<file path="src/rtl/sdram_wr_pkg.sv">
package sdram_wr_pkg;

  typedef enum logic [2:0] {
    PH_IDLE,
    PH_LEAD,
    PH_ACT,
    PH_WR,
    PH_DUMMY,
    PH_RWL,
    PH_TPC
  } phase_t;

  typedef struct packed {
    logic cs_n;
    logic ras_n;
    logic cas_n;
    logic we_n;
  } sd_cmd_t;

  localparam sd_cmd_t CMD_NOP   = '{cs_n: 1'b0, ras_n: 1'b1, cas_n: 1'b1, we_n: 1'b1};
  localparam sd_cmd_t CMD_ACT   = '{cs_n: 1'b0, ras_n: 1'b0, cas_n: 1'b1, we_n: 1'b1};
  localparam sd_cmd_t CMD_WRITE = '{cs_n: 1'b0, ras_n: 1'b1, cas_n: 1'b0, we_n: 1'b0};

endpackage

</file>
<file path="src/rtl/sdram_wr_fsm.sv">
module sdram_wr_fsm
  import sdram_wr_pkg::*;
#(
  parameter int BURST_SHORT = 4,
  parameter int BURST_LONG  = 8,
  parameter int RWL_W       = 3,
  parameter int TPC_W       = 2
) (
  input  logic             clk,
  input  logic             rst_n,
  input  logic             req_valid,
  input  logic [RWL_W-1:0] cfg_rwl,
  input  logic [TPC_W-1:0] cfg_tpc,
  input  logic             cfg_long,
  output logic             req_ready,
  output logic             busy,
  output logic             accept,
  output phase_t           phase
);

  localparam int BW    = $clog2(BURST_LONG);
  localparam int MX1   = (RWL_W > TPC_W) ? RWL_W : TPC_W;
  localparam int CNT_W = (BW > MX1) ? BW : MX1;

  logic [CNT_W-1:0] cnt;
  logic [RWL_W-1:0] rwl_q;
  logic [TPC_W-1:0] tpc_q;
  logic             long_q;

  assign busy      = (phase != PH_IDLE);
  assign req_ready = ~busy;
  assign accept    = req_valid & req_ready;

  always_ff @(posedge clk or negedge rst_n) begin
    if (!rst_n) begin
      phase  <= PH_IDLE;
      cnt    <= '0;
      rwl_q  <= '0;
      tpc_q  <= '0;
      long_q <= 1'b0;
    end else begin
      case (phase)
        PH_IDLE: begin
          if (accept) begin
            phase  <= PH_LEAD;
            rwl_q  <= cfg_rwl;
            tpc_q  <= cfg_tpc;
            long_q <= cfg_long;
          end
        end
        PH_LEAD: phase <= PH_ACT;
        PH_ACT:  phase <= PH_WR;
        PH_WR: begin
          phase <= PH_DUMMY;
          cnt   <= long_q ? CNT_W'(BURST_LONG - 2) : CNT_W'(BURST_SHORT - 2);
        end
        PH_DUMMY: begin
          if (cnt == '0) begin
            if (rwl_q != '0) begin
              phase <= PH_RWL;
              cnt   <= CNT_W'(rwl_q) - CNT_W'(1);
            end else begin
              phase <= PH_TPC;
              cnt   <= CNT_W'(tpc_q);
            end
          end else begin
            cnt <= cnt - CNT_W'(1);
          end
        end
        PH_RWL: begin
          if (cnt == '0) begin
            phase <= PH_TPC;
            cnt   <= CNT_W'(tpc_q);
          end else begin
            cnt <= cnt - CNT_W'(1);
          end
        end
        PH_TPC: begin
          if (cnt == '0) phase <= PH_IDLE;
          else           cnt   <= cnt - CNT_W'(1);
        end
        default: phase <= PH_IDLE;
      endcase
    end
  end

  AST_TPC_END_FREES: assert property (@(posedge clk) disable iff (!rst_n)
    (phase == PH_TPC && cnt == '0) |=> req_ready);

  AST_NO_ACCEPT_BUSY: assert property (@(posedge clk) disable iff (!rst_n)
    (busy && phase != PH_TPC) |=> busy);

endmodule

</file>
<file path="src/rtl/sdram_wr_datapath.sv">
module sdram_wr_datapath
  import sdram_wr_pkg::*;
#(
  parameter int BANK_W = 2,
  parameter int ROW_W  = 13,
  parameter int COL_W  = 9,
  parameter int DATA_W = 16,
  localparam int BE_W  = DATA_W / 8
) (
  input  logic              clk,
  input  logic              rst_n,
  input  logic              accept,
  input  phase_t            phase,
  input  logic [BANK_W-1:0] req_bank,
  input  logic [ROW_W-1:0]  req_row,
  input  logic [COL_W-1:0]  req_col,
  input  logic [DATA_W-1:0] req_data,
  input  logic [BE_W-1:0]   req_be,
  output logic [BANK_W-1:0] bank_q,
  output logic [ROW_W-1:0]  row_q,
  output logic [COL_W-1:0]  col_q,
  output logic [DATA_W-1:0] sd_dq,
  output logic              sd_dq_oe,
  output logic [BE_W-1:0]   sd_dqm
);

  logic [DATA_W-1:0] data_q;
  logic [BE_W-1:0]   be_q;

  always_ff @(posedge clk or negedge rst_n) begin
    if (!rst_n) begin
      bank_q <= '0;
      row_q  <= '0;
      col_q  <= '0;
      data_q <= '0;
      be_q   <= '0;
    end else if (accept) begin
      bank_q <= req_bank;
      row_q  <= req_row;
      col_q  <= req_col;
      data_q <= req_data;
      be_q   <= req_be;
    end
  end

  assign sd_dq    = data_q;
  assign sd_dq_oe = (phase == PH_WR) || (phase == PH_DUMMY);

  for (genvar g = 0; g < BE_W; g++) begin : g_lane
    assign sd_dqm[g] = (phase == PH_WR) ? ~be_q[g] : 1'b1;
  end

endmodule

</file>
<file path="src/rtl/sdram_wr_cmd_enc.sv">
module sdram_wr_cmd_enc
  import sdram_wr_pkg::*;
#(
  parameter int BANK_W = 2,
  parameter int ROW_W  = 13,
  parameter int COL_W  = 9,
  parameter int AP_BIT = 10
) (
  input  phase_t            phase,
  input  logic [BANK_W-1:0] bank_q,
  input  logic [ROW_W-1:0]  row_q,
  input  logic [COL_W-1:0]  col_q,
  output sd_cmd_t           cmd,
  output logic [BANK_W-1:0] sd_ba,
  output logic [ROW_W-1:0]  sd_addr,
  output logic              dma_ack
);

  logic [ROW_W-1:0] wr_addr;

  always_comb begin
    wr_addr               = '0;
    wr_addr[COL_W-1:0]    = col_q;
    wr_addr[AP_BIT]       = 1'b1;
  end

  always_comb begin
    cmd     = CMD_NOP;
    sd_ba   = '0;
    sd_addr = '0;
    case (phase)
      PH_ACT: begin
        cmd     = CMD_ACT;
        sd_ba   = bank_q;
        sd_addr = row_q;
      end
      PH_WR: begin
        cmd     = CMD_WRITE;
        sd_ba   = bank_q;
        sd_addr = wr_addr;
      end
      default: ;
    endcase
  end

  assign dma_ack = (phase == PH_LEAD);

endmodule

</file>
<file path="src/rtl/sdram_wr_seq.sv">
module sdram_wr_seq
  import sdram_wr_pkg::*;
#(
  parameter int BANK_W      = 2,
  parameter int ROW_W       = 13,
  parameter int COL_W       = 9,
  parameter int DATA_W      = 16,
  parameter int AP_BIT      = 10,
  parameter int RWL_W       = 3,
  parameter int TPC_W       = 2,
  parameter int BURST_SHORT = 4,
  parameter int BURST_LONG  = 8,
  localparam int BE_W       = DATA_W / 8
) (
  input  logic              clk,
  input  logic              rst_n,
  input  logic              req_valid,
  output logic              req_ready,
  input  logic [BANK_W-1:0] req_bank,
  input  logic [ROW_W-1:0]  req_row,
  input  logic [COL_W-1:0]  req_col,
  input  logic [DATA_W-1:0] req_data,
  input  logic [BE_W-1:0]   req_be,
  input  logic [RWL_W-1:0]  cfg_rwl,
  input  logic [TPC_W-1:0]  cfg_tpc,
  input  logic              cfg_long,
  output logic              sd_cs_n,
  output logic              sd_ras_n,
  output logic              sd_cas_n,
  output logic              sd_we_n,
  output logic [BANK_W-1:0] sd_ba,
  output logic [ROW_W-1:0]  sd_addr,
  output logic [DATA_W-1:0] sd_dq,
  output logic              sd_dq_oe,
  output logic [BE_W-1:0]   sd_dqm,
  output logic              dma_ack,
  output logic              busy
);

  phase_t            phase;
  logic              accept;
  logic [BANK_W-1:0] bank_q;
  logic [ROW_W-1:0]  row_q;
  logic [COL_W-1:0]  col_q;
  sd_cmd_t           cmd;

  sdram_wr_fsm #(
    .BURST_SHORT(BURST_SHORT), .BURST_LONG(BURST_LONG),
    .RWL_W(RWL_W), .TPC_W(TPC_W)
  ) u_fsm (
    .clk(clk), .rst_n(rst_n), .req_valid(req_valid),
    .cfg_rwl(cfg_rwl), .cfg_tpc(cfg_tpc), .cfg_long(cfg_long),
    .req_ready(req_ready), .busy(busy), .accept(accept), .phase(phase)
  );

  sdram_wr_datapath #(
    .BANK_W(BANK_W), .ROW_W(ROW_W), .COL_W(COL_W), .DATA_W(DATA_W)
  ) u_dp (
    .clk(clk), .rst_n(rst_n), .accept(accept), .phase(phase),
    .req_bank(req_bank), .req_row(req_row), .req_col(req_col),
    .req_data(req_data), .req_be(req_be),
    .bank_q(bank_q), .row_q(row_q), .col_q(col_q),
    .sd_dq(sd_dq), .sd_dq_oe(sd_dq_oe), .sd_dqm(sd_dqm)
  );

  sdram_wr_cmd_enc #(
    .BANK_W(BANK_W), .ROW_W(ROW_W), .COL_W(COL_W), .AP_BIT(AP_BIT)
  ) u_enc (
    .phase(phase), .bank_q(bank_q), .row_q(row_q), .col_q(col_q),
    .cmd(cmd), .sd_ba(sd_ba), .sd_addr(sd_addr), .dma_ack(dma_ack)
  );

  assign sd_cs_n  = cmd.cs_n;
  assign sd_ras_n = cmd.ras_n;
  assign sd_cas_n = cmd.cas_n;
  assign sd_we_n  = cmd.we_n;

  AST_ACK_LEADS_WRITE: assert property (@(posedge clk) disable iff (!rst_n)
    dma_ack |-> ##2 (cmd == CMD_WRITE && sd_dq_oe));

  AST_ACK_SINGLE: assert property (@(posedge clk) disable iff (!rst_n)
    dma_ack |=> !dma_ack);

  AST_ACT_THEN_WRITE: assert property (@(posedge clk) disable iff (!rst_n)
    (cmd == CMD_ACT) |=> (cmd == CMD_WRITE && sd_addr[AP_BIT] && sd_ba == $past(sd_ba)));

  AST_DUMMY_MASKED: assert property (@(posedge clk) disable iff (!rst_n)
    (sd_dq_oe && cmd != CMD_WRITE) |-> (sd_dqm == '1));

  AST_WAIT_QUIET: assert property (@(posedge clk) disable iff (!rst_n)
    (phase == PH_RWL || phase == PH_TPC) |-> (cmd == CMD_NOP && !sd_dq_oe));

  AST_IDLE_NOP: assert property (@(posedge clk) disable iff (!rst_n)
    req_ready |-> (cmd == CMD_NOP && !dma_ack));

endmodule

</file>
<file path="config.mk">
export PLATFORM = sky130hd
export DESIGN_NAME = sdram_wr_seq
export DESIGN_NICKNAME = d
export VERILOG_FILES = /design/src/rtl/sdram_wr_pkg.sv /design/src/rtl/sdram_wr_fsm.sv /design/src/rtl/sdram_wr_datapath.sv /design/src/rtl/sdram_wr_cmd_enc.sv /design/src/rtl/sdram_wr_seq.sv
export SDC_FILE = /design/constraint.sdc
export NUM_CORES = 1
export LEC_CHECK = 0
export ABC_AREA = 1
export CORE_MARGIN = 2
export CORE_UTILIZATION = 30
export CTS_CLUSTER_DIAMETER = 100
export DETAILED_ROUTE_END_ITERATION = 8
export DONT_BUFFER_PORTS = 1
export GPL_TIMING_DRIVEN = 0
export SLEW_MARGIN = 10
export SYNTH_ARGS = -nofsm -noshare
export SYNTH_HDL_FRONTEND = slang
export SYNTH_SLANG_ARGS = --single-unit
</file>
<file path="constraint.sdc">
create_clock -name clk -period 1.55 [get_ports clk]
set_clock_uncertainty 0.2 [all_clocks]
set_input_delay 0 -clock clk [delete_from_list [all_inputs] [get_ports clk]]
set_output_delay 0 -clock clk [all_outputs]
set_load 0.1 [all_outputs]
</file>
==> summary.md, run 1 <==
| Metric | Value |
|---|---|
| Vias in the first global route | 2709 |
| Static leakage | 2.154 nW |
| Clk sink count | 54 |
| Commonest non-fill, non-tap cell in the layout | nand2_1 |
| I/O pins | 92 |
| CP Class | reg2out |
| Sequential share of the synthesized area | 0.5087 |
| Tot Pwr | 9.688 mW |
| Syn-to-layout area delta | 79.13% |
| Setup repair after global routing missed its margin | true |
| Max_cap viols | 0 |
| CTS clk-pin slew, worst paths | 0.11 ns |
| Period Utilization, post-route | 1.360 |
| Post-DR vias/cell | 4.786 |
| Max-slew violations | 0 |
| DP HPWL | 4.925 mm |
| Port bufs | 0 |
| Worst-margin pin slew | 1.000 ns |
| Crit path max fanout | 6 |
| Yosys cell types | 22 |
| Crit start category | register |
| Share of post-route cells with drive strength above 1 | 0.4115 |
| Seq cells post-synth | 54 |
| Ys Warns | 0 |
| # rows | 34 |
| Worst Setup EP | sd_addr[0] |
| Routed Wire Length | 8.868 mm |
| Total GRT Usage | 0.1804 |
| R2R Path End | u_dp.sd_dq[3] |
| RD Place Congestion | 0.7842 |
| Crit path capture type | output port |
| Vias | 2599 |
| DRT Pass-1 Iters | 4 |
| Max rail drop VDD | 1405 uV |
| Critical Path RT | 1.35 ns |
| Commonest cells after routing, fill and taps aside | nand2_1 (56), nand3_1 (53), dlygate4sd3_1 (49), dfrtp_1 (49), nand2_2 (39) |
| Cells after synthesis | 345 |
| Worst r2r src | u_fsm.phase[2] |
| Initial core utilization | 0.3076 |
| Detailed router's first-iteration violation count | 56 |
| R2r setup slk | -0.44 ns |
| ANT cells | 0 |
| Post-Syn Area per Cell | 7.699 um2 |
| H-Tree Depth | 2 |
| Routed Antenna Nets | 0 |
| Slew HR | 0.3312 |
| Grt ovf | 0 |
| R2R cell count | 11 |
| First-pass GRT wire length | 13.76 mm |
| Smallest setup slack after layout | -0.5584 ns |
| Crit path launch | u_fsm.phase[2] |
| Final setup fails | 76 |
| PD cells | 2036 nW/um2 |
| Layout Nets | 489 |
| DRC | 0 |
| Status | complete, but fails checks |
| Core area | 8636 um2 |
| Die Area | 9623 um2 |
| Die X | 98.10 um |
| Routed length per placed instance | 16.33 um |
| Highest Clock Rate | 474.3 MHz |
| Failing checks | negative setup slack |
| Largest net degree at the start of global routing | 55 |
| Initial antenna violation count | 0 |
| Setup_tns | -30.71 ns |
| Cts bufs inserted | 5 |
| Number of fillers in the final layout | 740 |
| Clock root buffer | clkbuf_8 |
| Vert. Die Dim | 98.10 um |
| CTS tree | yes |
| Post-synthesis cell area | 2656 um2 |
| Hold Fails Final Rpt | 0 |
| Maximum clock path buffer count | 2 |
| Net Count, Synth | 400 |
| Min-delay worst type | in2async |
| Minimum clock period | 2.108 ns |
| Worst-Skew Late Latency | 0.31 ns |
| Critical Path AT | 1.91 ns |
-- sequential cells by signal, summed over array words and instances, names as in the netlist --
| register | flops |
|---|---|
| u_dp.bank_q | 2 |
| u_dp.be_q | 2 |
| u_dp.col_q | 9 |
| u_dp.row_q | 13 |
| u_dp.sd_dq | 16 |
| u_fsm.cnt | 3 |
| u_fsm.long_q | 1 |
| u_fsm.phase | 3 |
| u_fsm.rwl_q | 3 |
| u_fsm.tpc_q | 2 |
-- synthesized netlist by cell type --
library cell / count / area share
buf_6: 5 / 0.021
o22ai_1: 1 / 0.0024
dfrtp_1: 54 / 0.51
a21oi_1: 9 / 0.017
nor3_1: 1 / 0.0019
clkbuf_1: 6 / 0.0085
ha_1: 4 / 0.019
nor2_1: 25 / 0.035
o211ai_1: 1 / 0.0028
o21ai_0: 7 / 0.013
a21oi_2: 1 / 0.0033
xor2_1: 1 / 0.0033
nor2_4: 1 / 0.0042
nand2_1: 135 / 0.19
nand2_2: 1 / 0.0024
nand3_1: 55 / 0.10
buf_4: 3 / 0.0085
buf_2: 7 / 0.013
inv_2: 3 / 0.0042
conb_1: 1 / 0.0014
inv_1: 23 / 0.033
o21bai_1: 1 / 0.0028
-- repair_timing --
action,CTS,global route
gates cloned,4,5
setup endpoints to repair,76,77
hold buffers,50,0
setup buffers,18,9
endpoints found under the hold margin,102,0
gates resized for setup,42,107
pin swaps,11,23
-- metal layers --
metal	global-route usage	vias up	share of wire
li1	-	1262	-
met1	0.2234	1234	0.42
met2	0.3172	93	0.51
met3	0.03937	10	0.053
met4	0.04915	0	0.014
met5	0	-	0
-- critical path: stages (launching register included) --
cell,delay [ns]
dfrtp_1,0.39
buf_6,0.13
inv_4,0.06
nand3_4,0.35
inv_6,0.23
buf_12,0.18
nand2_4,0.08
nand2_8,0.17
-- kinds of logic (layout without fill, tap and decap cells) --
group,count (synthesis),count (layout),synth area share
fa+ha+maj,4,4,0.01884
xor+xnor,1,1,0.003298
buf+inv,47,137,0.08808
simple gates,218,218,0.3382
other cells,1,1,0.001412
compound gates,20,20,0.04145
flops,54,54,0.5087
-- how the worst min path moves through the flow --
stage	startpoint	endpoint	slack [ns]	cells past startpoint
3_5_place_dp	rst_n	u_dp.bank_q[1]	-0.49	0
2_1_floorplan	rst_n	u_dp.bank_q[0]	-0.50	0
6_report	rst_n	u_dp.col_q[7]	0.03	2
4_1_cts	rst_n	u_fsm.tpc_q[1]	0.03	2
3_3_place_gp	rst_n	u_dp.bank_q[1]	-0.49	0
5_1_grt	rst_n	u_dp.sd_dq[6]	0.03	2
-- power by group --
part           switching [mW]  total, mW  internal (mW)
Clock                   0.507       1.04          0.533
Combinational            2.57       4.48           1.90
Sequential               2.13       4.17           2.04
Total                    5.21       9.69           4.48
-- layout make-up --
type                       instances  area [um2]  area share
multi-input combinational        244        1828      0.3842
inverter                          26       118.9     0.02498
buffer                            20       216.5     0.04549
sequential                        54        1358      0.2853
clock buffer                       6       82.58     0.01735
tap                              108       135.1     0.02840
clock inverter                     2       38.79    0.008151
timing repair buffer              83       980.9      0.2062
-- metrics by stage --
step	utilization	area [um2]	setup WS (ns)	hold WS (ns)	cells
2_1_floorplan	-	3082	-0.1783	-0.4956	345
3_3_place_gp	0.3725	3217	-0.3271	-0.4941	453
3_5_place_dp	0.3725	3217	-0.3178	-0.4940	453
4_1_cts	0.4920	4249	-0.5704	0.02614	533
5_1_grt	0.5510	4758	-0.6298	0.03302	543
6_report	0.5510	4758	-0.5584	0.02809	543
(Power assumes the default switching activity.)
==> run 2, diff against run 1 <==
--- a/config.mk
+++ b/config.mk
@@ -8,10 +8,8 @@
 export ABC_AREA = 1
 export CORE_MARGIN = 2
 export CORE_UTILIZATION = 30
-export CTS_CLUSTER_DIAMETER = 100
 export DETAILED_ROUTE_END_ITERATION = 8
 export DONT_BUFFER_PORTS = 1
-export GPL_TIMING_DRIVEN = 0
 export SLEW_MARGIN = 10
 export SYNTH_ARGS = -nofsm -noshare
 export SYNTH_HDL_FRONTEND = slang
==> run 2 against run 1 <==
Sequential power decreased by 32%. Register-to-register slack improved by 0.37 ns. Non-clock buffer count increased by 17. Fmax increased by 23%. Core utilization increased by 3.9 points. Via count increased by 4.8%. The flow still finishes with violations (negative setup slack).
==> summary.md, run 2 (synthesized netlist as in run 1, its figures left out) <==
| Metric | Value |
|---|---|
| Period Utilization, post-route | 1.109 (-0.2510) |
| DRT Pass-1 Iters | 4 (unchanged) |
| Commonest non-fill, non-tap cell in the layout | nand2_1 |
| DP HPWL | 4.750 mm (-3.6%) |
| Critical Path AT | 1.52 ns (-0.39 ns) |
| Vias in the first global route | 2626 (-3.1%) |
| Min-delay worst type | in2async |
| Crit start category | register |
| Port bufs | 0 (unchanged) |
| Worst Path Buf+Inv | 3 (-1) |
| Initial core utilization | 0.3076 (unchanged) |
| Failing checks | negative setup slack |
| Max-slew violations | 0 (unchanged) |
| Worst-Skew Late Latency | 0.31 ns (about the same) |
| Max rail drop VDD | 1778 uV (+27%) |
| Total GRT Usage | 0.1674 (-0.01300) |
| PD cells | 1988 nW/um2 (-2.4%) |
| Crit path max-delay family | flip-flops |
| CP max stage delay | 0.51 ns (+0.12 ns) |
| Grt ovf | 0 (unchanged) |
| Cts bufs inserted | 5 (unchanged) |
| Setup_tns | -3.777 ns (+26.93 ns) |
| Share of post-route cells with drive strength above 1 | 0.4845 (+0.07302) |
| Core area | 8636 um2 (unchanged) |
| Die Area | 9623 um2 (unchanged) |
| Smallest setup slack after layout | -0.1694 ns (+0.3890 ns) |
| RD Place Congestion | 0.8059 (+2.8%) |
| Vias | 2725 (+4.8%) |
| Die X | 98.10 um (unchanged) |
| CTS clk-pin slew, worst paths | 0.10 ns (about the same) |
| Minimum clock period | 1.719 ns (-0.3890 ns) |
| Maximum clock path buffer count | 2 (unchanged) |
| CTS tree | yes |
| DRC | 0 (unchanged) |
| Crit path capture type | output port |
| Largest net degree at the start of global routing | 55 (unchanged) |
| Worst path most repeated cell | inv_4 |
| Highest Clock Rate | 581.6 MHz (+23%) |
| Clk sink count | 54 (unchanged) |
| Clock root buffer | clkbuf_8 |
| Post-place setup slack | -0.03344 ns (+0.2843 ns) |
| Layout Nets | 506 (+3.5%) |
| Vert. Die Dim | 98.10 um (unchanged) |
| Routed Wire Length | 8.974 mm (+1.2%) |
| Status | complete, but fails checks |
| CP Class | reg2out |
| Max_cap viols | 0 (unchanged) |
| Number of fillers in the final layout | 704 (-4.9%) |
| First-pass GRT wire length | 13.13 mm (-4.6%) |
| Routed Antenna Nets | 0 (unchanged) |
| Setup repair after global routing missed its margin | true |
| ANT cells | 0 (unchanged) |
| # rows | 34 (unchanged) |
| Detailed router's first-iteration violation count | 101 (+80%) |
| Static leakage | 2.301 nW (+6.8%) |
| Initial antenna violation count | 0 (unchanged) |
| Post-DR vias/cell | 4.866 (+1.7%) |
| Commonest cells after routing, fill and taps aside | nand2_1 (52), dfrtp_1 (51), dlygate4sd3_1 (50) |
| Worst hold margin | 0.003863 ns (-0.02423 ns) |
| Cell breakdown of the critical path | inv_4 > nand3_4 > inv_4 > buf_12 > nand2_4 > nand2_8 |
| Routed length per placed instance | 16.03 um (-1.9%) |
| H-Tree Depth | 2 (unchanged) |
| I/O pins | 92 (unchanged) |
| Crit path max fanout | 7 (+1) |
| Hold Fails Final Rpt | 0 (unchanged) |
| Slowest stage cell, crit path | dfrtp_2 |
| Critical Path RT | 1.35 ns (about the same) |
| Max FFs per register | 16 (unchanged) |
| Syn-to-layout area delta | 91.66% |
| Final setup fails | 69 (-9.2%) |
==> run 2: cell types whose count changed in the layout (fill, tap and decap cells not counted), sizes merged <==
cell	before	now
dlygate4sd3	49	50
inv	26	25
clkinv	0	1
bufbuf	1	0
buf	42	65
clkbuf	17	11
==> run 2: path summary, 6_finish.rpt <==
path | startpoint | end | slack (ns) | cells past startpoint
worst max-delay path | u_fsm.phase[2] | sd_addr[2] | -0.17 | 6
worst min-delay path | rst_n | u_fsm.rwl_q[0] | 0.004 | 2
max in group asynchronous | rst_n | u_fsm.phase[1] | 0.85 | 2
worst min register to register | u_dp.sd_dq[12] | u_dp.sd_dq[12] | 0.30 | 2
min in group clk | req_data[14] | u_dp.sd_dq[14] | 0.17 | 3
worst max register to register | u_fsm.phase[1] | u_dp.sd_dq[13] | -0.07 | 8
==> run 2: what timing repair did <==
item                                    4_1_cts  5_1_grt
resized for setup                            37      122
hold buffers                                 52        0
endpoints found under the setup margin       60       77
pin swaps                                    18        9
cloned                                        1        7
endpoints found under the hold margin       108        0
buffers inserted                              9        2
==> run 2: layer usage <==
layer  GRT usage  vias up  routed length, um
met1      0.2269     1330               4006
met3     0.02505       10                357
li1            -     1295                  -
met5           0        -                  0
met2      0.2845       90               4522
met4     0.03632        0                 87
==> run 2: power breakdown <==
group | internal (mW) | switching, mW | leakage [nW] | total (mW)
registers | 2.07 | 0.752 | 0.654 | 2.82
logic | 2.18 | 4.09 | 1.58 | 6.27
clock network | 0.533 | 0.497 | 0.0618 | 1.03
total | 4.79 | 5.33 | 2.30 | 10.1
==> run 2: per-stage QoR <==
| step | utilization | instance area (um2) | instances | power [mW] |
|---|---|---|---|---|
| after floorplan | - | 3082 | 345 | 6.334 |
| after global placement | 0.4174 | 3605 | 481 | 7.400 |
| after detailed placement | 0.4174 | 3605 | 481 | 7.503 |
| after CTS | 0.5245 | 4529 | 551 | 9.142 |
| after global routing | 0.5895 | 5091 | 560 | 10.64 |
| final | 0.5895 | 5091 | 560 | 10.12 |
==> run 2: cell type report <==
cell class                      count  area, um2  area share
Clock buffer                        6      82.58     0.01622
Clock inverter                      2      38.79    0.007619
Inverter                           26      113.9     0.02236
Multi-Input combinational cell    244       1903      0.3738
Sequential cell                    54       1355      0.2662
Tap cell                          108      135.1     0.02654
Timing Repair Buffer              120       1463      0.2873
